$ cat config.mk
export PLATFORM = sky130hd
export DESIGN_NAME = biquad_fold
export DESIGN_NICKNAME = d
export VERILOG_FILES = /design/src/rtl/biquad_fold_pkg.sv /design/src/rtl/fold_ctrl.sv /design/src/rtl/fold_regfile.sv /design/src/rtl/fold_cmul.sv /design/src/rtl/fold_add.sv /design/src/rtl/biquad_fold.sv
export SDC_FILE = /design/constraint.sdc
export NUM_CORES = 1
export LEC_CHECK = 0
export BUFFER_PORTS_ARGS = -buffer_cell sky130_fd_sc_hd__buf_2
export CORE_UTILIZATION = 59
export DETAILED_ROUTE_END_ITERATION = 16
export GPL_TIMING_DRIVEN = 0
export PLACE_DENSITY = 0.79
export SLEW_MARGIN = 20
export SYNTH_ARGS = -nofsm -noshare
export SYNTH_HDL_FRONTEND = slang
export SYNTH_HIERARCHICAL = 1
export SYNTH_SLANG_ARGS = --single-unit
$ cat constraint.sdc
create_clock -name clk -period 6.9 [get_ports clk]
set_input_delay 0 -clock clk [delete_from_list [all_inputs] [get_ports clk]]
set_output_delay 0 -clock clk [all_outputs]
set_load 0.02 [all_outputs]
$ cat src/rtl/biquad_fold_pkg.sv
package biquad_fold_pkg;

  // Four time slots per sample; the schedule below is built for exactly this.
  localparam int unsigned SLOTS = 4;
  localparam int unsigned PH_W  = $clog2(SLOTS);
  typedef logic [PH_W-1:0] phase_t;

  localparam phase_t PH_ACCEPT = phase_t'(0);
  localparam phase_t PH_FFSUM  = phase_t'(1);
  localparam phase_t PH_OUTPUT = phase_t'(2);
  localparam phase_t PH_FBSUM  = phase_t'(3);

  // Store depths fixed by the schedule: the state store ping-pongs,
  // and the product store holds one feedback and one feedforward term.
  localparam int unsigned ST_DEPTH = 2;
  localparam int unsigned PR_DEPTH = 2;
  localparam int unsigned ST_AW    = $clog2(ST_DEPTH);
  localparam int unsigned PR_AW    = $clog2(PR_DEPTH);
  typedef logic [ST_AW-1:0] st_addr_t;
  typedef logic [PR_AW-1:0] pr_addr_t;

  typedef enum logic [1:0] {
    OPA_SAMPLE = 2'd0,
    OPA_PROD   = 2'd1,
    OPA_STATE  = 2'd2
  } opa_sel_e;

  typedef enum logic {
    OPB_ACC  = 1'b0,
    OPB_PMEM = 1'b1
  } opb_sel_e;

  typedef struct packed {
    opa_sel_e a_sel;
    opb_sel_e b_sel;
    phase_t   coef_sel;
    logic     take;
    logic     st_we;
    st_addr_t st_waddr;
    st_addr_t st_raddr;
    logic     pr_we;
    pr_addr_t pr_waddr;
    pr_addr_t pr_raddr;
    logic     out_load;
  } fold_ctl_t;

endpackage

$ cat src/rtl/fold_ctrl.sv
module fold_ctrl
  import biquad_fold_pkg::*;
(
  input  logic      clk,
  input  logic      rst,
  input  logic      in_valid,
  output phase_t    phase,
  output fold_ctl_t ctl
);

  phase_t ph_q;
  logic   par_q;   // which state word holds the newest w
  logic   tag_q;   // the sample of this period was real

  always_ff @(posedge clk) begin
    if (rst) begin
      ph_q  <= PH_ACCEPT;
      par_q <= 1'b0;
      tag_q <= 1'b0;
    end else begin
      ph_q <= phase_t'(ph_q + 1'b1);
      if (ph_q == PH_ACCEPT) begin
        par_q <= ~par_q;
        tag_q <= in_valid;
      end
    end
  end

  // Multiplier slot order by phase: 0.6*w_old, 0.2*w, 0.4*w, 0.3*w.
  // Product store: slot 0 written in phase 0, read in phase 3;
  //                slot 1 written in phase 2, read in phase 1.
  always_comb begin
    ctl          = '0;
    ctl.coef_sel = ph_q;
    ctl.st_raddr = st_addr_t'(par_q);
    ctl.st_waddr = st_addr_t'(~par_q);
    ctl.pr_we    = ~ph_q[0];
    ctl.pr_waddr = pr_addr_t'(ph_q[1]);
    ctl.pr_raddr = pr_addr_t'(~ph_q[1]);
    unique case (ph_q)
      PH_ACCEPT: begin
        ctl.a_sel = OPA_SAMPLE;
        ctl.b_sel = OPB_ACC;
        ctl.take  = in_valid;
        ctl.st_we = 1'b1;
      end
      PH_FFSUM: begin
        ctl.a_sel = OPA_PROD;
        ctl.b_sel = OPB_PMEM;
      end
      PH_OUTPUT: begin
        ctl.a_sel    = OPA_STATE;
        ctl.b_sel    = OPB_ACC;
        ctl.out_load = tag_q;
      end
      default: begin
        ctl.a_sel = OPA_PROD;
        ctl.b_sel = OPB_PMEM;
      end
    endcase
  end

  assign phase = ph_q;

  // the phase advances by one every cycle out of reset
  a_r2_phase_step: assert property (@(posedge clk) disable iff (rst)
    !rst |=> (ph_q == phase_t'($past(ph_q) + 1'b1)));

endmodule

$ cat src/rtl/fold_regfile.sv
module fold_regfile #(
  parameter int unsigned W     = 16,
  parameter int unsigned DEPTH = 2,
  localparam int unsigned AW   = (DEPTH > 1) ? $clog2(DEPTH) : 1
) (
  input  logic          clk,
  input  logic          rst,
  input  logic          we,
  input  logic [AW-1:0] waddr,
  input  logic [W-1:0]  wdata,
  input  logic [AW-1:0] raddr,
  output logic [W-1:0]  rdata
);

  logic [W-1:0] mem [DEPTH];

  always_ff @(posedge clk) begin
    if (rst) begin
      for (int i = 0; i < int'(DEPTH); i++) mem[i] <= '0;
    end else if (we) begin
      mem[waddr] <= wdata;
    end
  end

  assign rdata = mem[raddr];

endmodule

$ cat src/rtl/fold_cmul.sv
module fold_cmul
  import biquad_fold_pkg::*;
#(
  parameter int unsigned W    = 16,
  parameter int unsigned FRAC = 15,
  parameter logic signed [W-1:0] C_SLOT0 = 16'sd19661,
  parameter logic signed [W-1:0] C_SLOT1 = 16'sd6554,
  parameter logic signed [W-1:0] C_SLOT2 = 16'sd13107,
  parameter logic signed [W-1:0] C_SLOT3 = 16'sd9830
) (
  input  logic                clk,
  input  logic                rst,
  input  phase_t              sel,
  input  logic signed [W-1:0] din,
  output logic signed [W-1:0] dout
);

  localparam int unsigned PW = 2 * W;
  localparam logic signed [PW:0] HALF = (PW+1)'(1) << (FRAC - 1);
  localparam logic signed [W-1:0] MAXV = {1'b0, {(W-1){1'b1}}};
  localparam logic signed [W-1:0] MINV = {1'b1, {(W-1){1'b0}}};

  logic signed [W-1:0]  coef;
  logic signed [PW-1:0] prod_q;
  logic signed [PW:0]   biased;
  logic signed [PW:0]   shifted;
  logic signed [W-1:0]  clamped;
  logic signed [W-1:0]  res_q;

  always_comb begin
    unique case (sel)
      2'd0:    coef = C_SLOT0;
      2'd1:    coef = C_SLOT1;
      2'd2:    coef = C_SLOT2;
      default: coef = C_SLOT3;
    endcase
  end

  always_comb begin
    biased  = $signed({prod_q[PW-1], prod_q}) + HALF;
    shifted = biased >>> FRAC;
    if (shifted[PW:W-1] == {(PW-W+2){shifted[PW]}}) clamped = shifted[W-1:0];
    else if (shifted[PW])                            clamped = MINV;
    else                                             clamped = MAXV;
  end

  always_ff @(posedge clk) begin
    if (rst) begin
      prod_q <= '0;
      res_q  <= '0;
    end else begin
      prod_q <= din * coef;
      res_q  <= clamped;
    end
  end

  assign dout = res_q;

  // rounding a non-negative product never yields a negative word
  a_r5_sign_kept: assert property (@(posedge clk) disable iff (rst)
    !prod_q[PW-1] |=> !res_q[W-1]);

endmodule

$ cat src/rtl/fold_add.sv
module fold_add #(
  parameter int unsigned W = 16
) (
  input  logic                clk,
  input  logic                rst,
  input  logic signed [W-1:0] a,
  input  logic signed [W-1:0] b,
  output logic signed [W-1:0] sum,
  output logic signed [W-1:0] acc
);

  localparam logic signed [W-1:0] MAXV = {1'b0, {(W-1){1'b1}}};
  localparam logic signed [W-1:0] MINV = {1'b1, {(W-1){1'b0}}};

  logic signed [W:0]   ext;
  logic signed [W-1:0] acc_q;

  always_comb begin
    ext = {a[W-1], a} + {b[W-1], b};
    if (ext[W] != ext[W-1]) sum = ext[W] ? MINV : MAXV;
    else                    sum = ext[W-1:0];
  end

  always_ff @(posedge clk) begin
    if (rst) acc_q <= '0;
    else     acc_q <= sum;
  end

  assign acc = acc_q;

  // like-signed operands never produce an opposite-signed sum
  a_r6_no_wrap_pos: assert property (@(posedge clk) disable iff (rst)
    (!a[W-1] && !b[W-1]) |-> !sum[W-1]);
  a_r6_no_wrap_neg: assert property (@(posedge clk) disable iff (rst)
    (a[W-1] && b[W-1]) |-> sum[W-1]);

endmodule

$ cat src/rtl/biquad_fold.sv
module biquad_fold
  import biquad_fold_pkg::*;
#(
  parameter int unsigned DATA_W = 16,
  parameter int unsigned FRAC_W = 15,
  parameter logic signed [DATA_W-1:0] FB1 = 16'sd6554,   // 0.2
  parameter logic signed [DATA_W-1:0] FB2 = 16'sd13107,  // 0.4
  parameter logic signed [DATA_W-1:0] FF1 = 16'sd9830,   // 0.3
  parameter logic signed [DATA_W-1:0] FF2 = 16'sd19661   // 0.6
) (
  input  logic              clk,
  input  logic              rst,
  input  logic              in_valid,
  input  logic [DATA_W-1:0] in_data,
  output logic              out_valid,
  output logic [DATA_W-1:0] out_data
);

  phase_t    phase;
  fold_ctl_t ctl;

  logic signed [DATA_W-1:0] opa, opb, sum, acc;
  logic signed [DATA_W-1:0] st_rdata, pr_rdata, prod;
  logic [DATA_W-1:0]        st_rdata_u, pr_rdata_u;
  logic [DATA_W-1:0]        out_q;
  logic                     vld_q;

  fold_ctrl u_ctrl (
    .clk      (clk),
    .rst      (rst),
    .in_valid (in_valid),
    .phase    (phase),
    .ctl      (ctl)
  );

  always_comb begin
    unique case (ctl.a_sel)
      OPA_SAMPLE: opa = ctl.take ? $signed(in_data) : '0;
      OPA_PROD:   opa = prod;
      OPA_STATE:  opa = st_rdata;
      default:    opa = '0;
    endcase
    opb = (ctl.b_sel == OPB_PMEM) ? pr_rdata : acc;
  end

  fold_add #(.W(DATA_W)) u_add (
    .clk (clk),
    .rst (rst),
    .a   (opa),
    .b   (opb),
    .sum (sum),
    .acc (acc)
  );

  fold_regfile #(.W(DATA_W), .DEPTH(ST_DEPTH)) u_state_mem (
    .clk   (clk),
    .rst   (rst),
    .we    (ctl.st_we),
    .waddr (ctl.st_waddr),
    .wdata (sum),
    .raddr (ctl.st_raddr),
    .rdata (st_rdata_u)
  );
  assign st_rdata = $signed(st_rdata_u);

  fold_cmul #(
    .W       (DATA_W),
    .FRAC    (FRAC_W),
    .C_SLOT0 (FF2),
    .C_SLOT1 (FB1),
    .C_SLOT2 (FB2),
    .C_SLOT3 (FF1)
  ) u_cmul (
    .clk  (clk),
    .rst  (rst),
    .sel  (ctl.coef_sel),
    .din  (st_rdata),
    .dout (prod)
  );

  fold_regfile #(.W(DATA_W), .DEPTH(PR_DEPTH)) u_prod_mem (
    .clk   (clk),
    .rst   (rst),
    .we    (ctl.pr_we),
    .waddr (ctl.pr_waddr),
    .wdata (prod),
    .raddr (ctl.pr_raddr),
    .rdata (pr_rdata_u)
  );
  assign pr_rdata = $signed(pr_rdata_u);

  always_ff @(posedge clk) begin
    if (rst) begin
      out_q <= '0;
      vld_q <= 1'b0;
    end else begin
      vld_q <= ctl.out_load;
      if (ctl.out_load) out_q <= sum;
    end
  end

  assign out_valid = vld_q;
  assign out_data  = out_q;

  // the strobe sits in phase 3 and lasts one cycle
  a_r8_strobe_slot: assert property (@(posedge clk) disable iff (rst)
    vld_q |-> (phase == PH_FBSUM));
  a_r8_single_pulse: assert property (@(posedge clk) disable iff (rst)
    vld_q |=> !vld_q);
  // output word holds between strobes
  a_r9_hold: assert property (@(posedge clk) disable iff (rst)
    !vld_q |-> $stable(out_q));

endmodule

==> reports/qor.yml <==
placement:
  gp_congestion: 0.943
  dpl.cell_count: 2018
  place_hpwl_mm: 32.2
  io_buffers: 35
logic_synthesis:
  synth.avg_cell_area_um2: 9.78
  syn_nets: 1991
  yosysWarnings: 6
  synthesis.area_um2: 16100
  synth_cells: 1642
run:
  cap_violations: 0
worst_setup_path:
  cp-start-kind: "flip-flop"
  worstSetupEndpointType: "flip-flop"
  crit_fanout: 10
  worstSetupPathType: "flip-flop to flip-flop"
  slowest_delay_ps: 530
  cp.required_ps: 7200
  cpMostUsedCell: "fa_1"
  crit_slowest_cell: "fa_1"
  arrival_ps: 7020
floorplanning:
  fp.dieH_um: 167
  start_util_pct: 59.9
  num_io_pins: 36
  num_rows: 60
  die-width_um: 167
  core_um2: 26800
  die-area_um2: 27900
timing:
  hold_viol: 0
  worst_hold_slack_ps: 123
  finalSetupViolations: 0
  drv_slew: 0
  finClkSkew_ps: 11.4
  period_share_pct: 97.4
  layout_min_cycle_time_ps: 6720
  tns_ps: 0
  slew_headroom_pct: 44.7
  fmax_mhz: 149
  worst_pin_slew_ps: 826
clocking:
  clkTransAtPathRegs_ps: 60
  cts.path.max_buffers: 2
  root_buffer: "clkbuf_16"
  htree_levels: 4
  numCtsBuffers: 17
  cts_sinks: 135
  cts_tree: "built"
  clock_latency_ps: 420
status:
  status: "complete, no violations"
global_routing:
  antenna_found_initial: 0
  grt_pass1_wl_mm: 65.0
  grt-ovfl-total: 0
  grt_max_degree: 27
  grt_pass1_vias: 12500
  track_usage_pct: 30.5
worst_hold_path:
  hold_path_class: "input port to flip-flop"
final_layout:
  layout.nets: 2057
  drive_gt1_share_pct: 16.5
  fillCellCount: 2096
  final_cells: 2062
  final_cell_mix: "295 x inv_1, 203 x fa_1, 110 x ha_1"
  diodes: 0
  area_delta_synth_final_pct: 10.3
  final_common_cell: "inv_1"
drt:
  via_count: 11900
  dr.pass1.iters: 5
  drt-total-wl_mm: 40.7
  antenna_left: 0
  vias_per_cell: 5.79
  drt_iter0_markers: 997
  wire_per_inst_um: 19.7
  drc: 0
metal layers:
layer	vias up	track usage [%]	part of all wire (%)	wire, µm
li1	5483	-	-	-
met3	76	5.09	7.4	3010
met2	483	49.7	47	19200
met5	-	0	0	0
met4	0	9.10	2.7	1080
met1	5896	41.8	43	17400
stage by stage:
| stage | utilization (%) | cell area (µm²) | setup WS, ps |
|---|---|---|---|
| 2_1_floorplan | - | 16100 | 38.4 |
| 3_3_place_gp | 62.2 | 16700 | -1240 |
| 3_5_place_dp | 62.2 | 16700 | -1270 |
| 4_1_cts | 64.9 | 17400 | 2.83 |
| 5_1_grt | 66.1 | 17700 | -25.2 |
| 6_report | 66.1 | 17700 | 183 |
registers in the layout (all words and copies together), names as in the netlist:
name / flops
u_cmul/prod_q: 18
u_ctrl/par_q: 1
u_state_mem/mem: 32
u_prod_mem/mem: 32
u_cmul/dout: 16
u_add/acc: 16
u_ctrl/phase: 2
out_valid: 1
out_data: 16
u_ctrl/tag_q: 1
critical path: cells and delay by family, from the launching register on:
kind / cells / cell delay (ps)
simple gates: 4 / 550
fa+ha+maj: 8 / 3450
flops: 1 / 350
buf+inv: 12 / 1230
mux: 1 / 350
compound gates: 3 / 650
timing repair:
action / CTS / global route
endpoints found under the setup margin: 18 / 13
gates resized for setup: 34 / 65
hold buffers: 1 / 0
pin swaps: 4 / 20
hold endpoints to repair: 1 / 0
cloned: 0 / 0
setup buffers: 5 / 16
final timing paths:
| check | cells past startpoint | end | slack [ps] | startpoint |
|---|---|---|---|---|
| setup / recovery | 28 | u_cmul/prod_q[30] | 180 | u_ctrl/phase[1] |
| hold / removal | 2 | u_ctrl/phase[0] | 120 | rst |
| setup reg to reg | 28 | u_cmul/prod_q[30] | 180 | u_ctrl/phase[1] |
| hold reg to reg | 1 | u_ctrl/phase[0] | 450 | u_ctrl/phase[0] |
layout make-up:
cell class,count,area [µm²],area share (%)
Timing Repair Buffer,57,343,1.94
Multi-Input combinational cell,1133,11400,64.5
Clock inverter,13,148,0.834
Sequential cell,135,3350,18.9
Inverter,302,1150,6.48
Buffer,62,445,2.51
Tap cell,341,427,2.41
Clock buffer,19,433,2.44
Power is left out: the tool's default activity adds up to more than one toggle a clock period on the data nets, which glitch-free logic cannot reach.
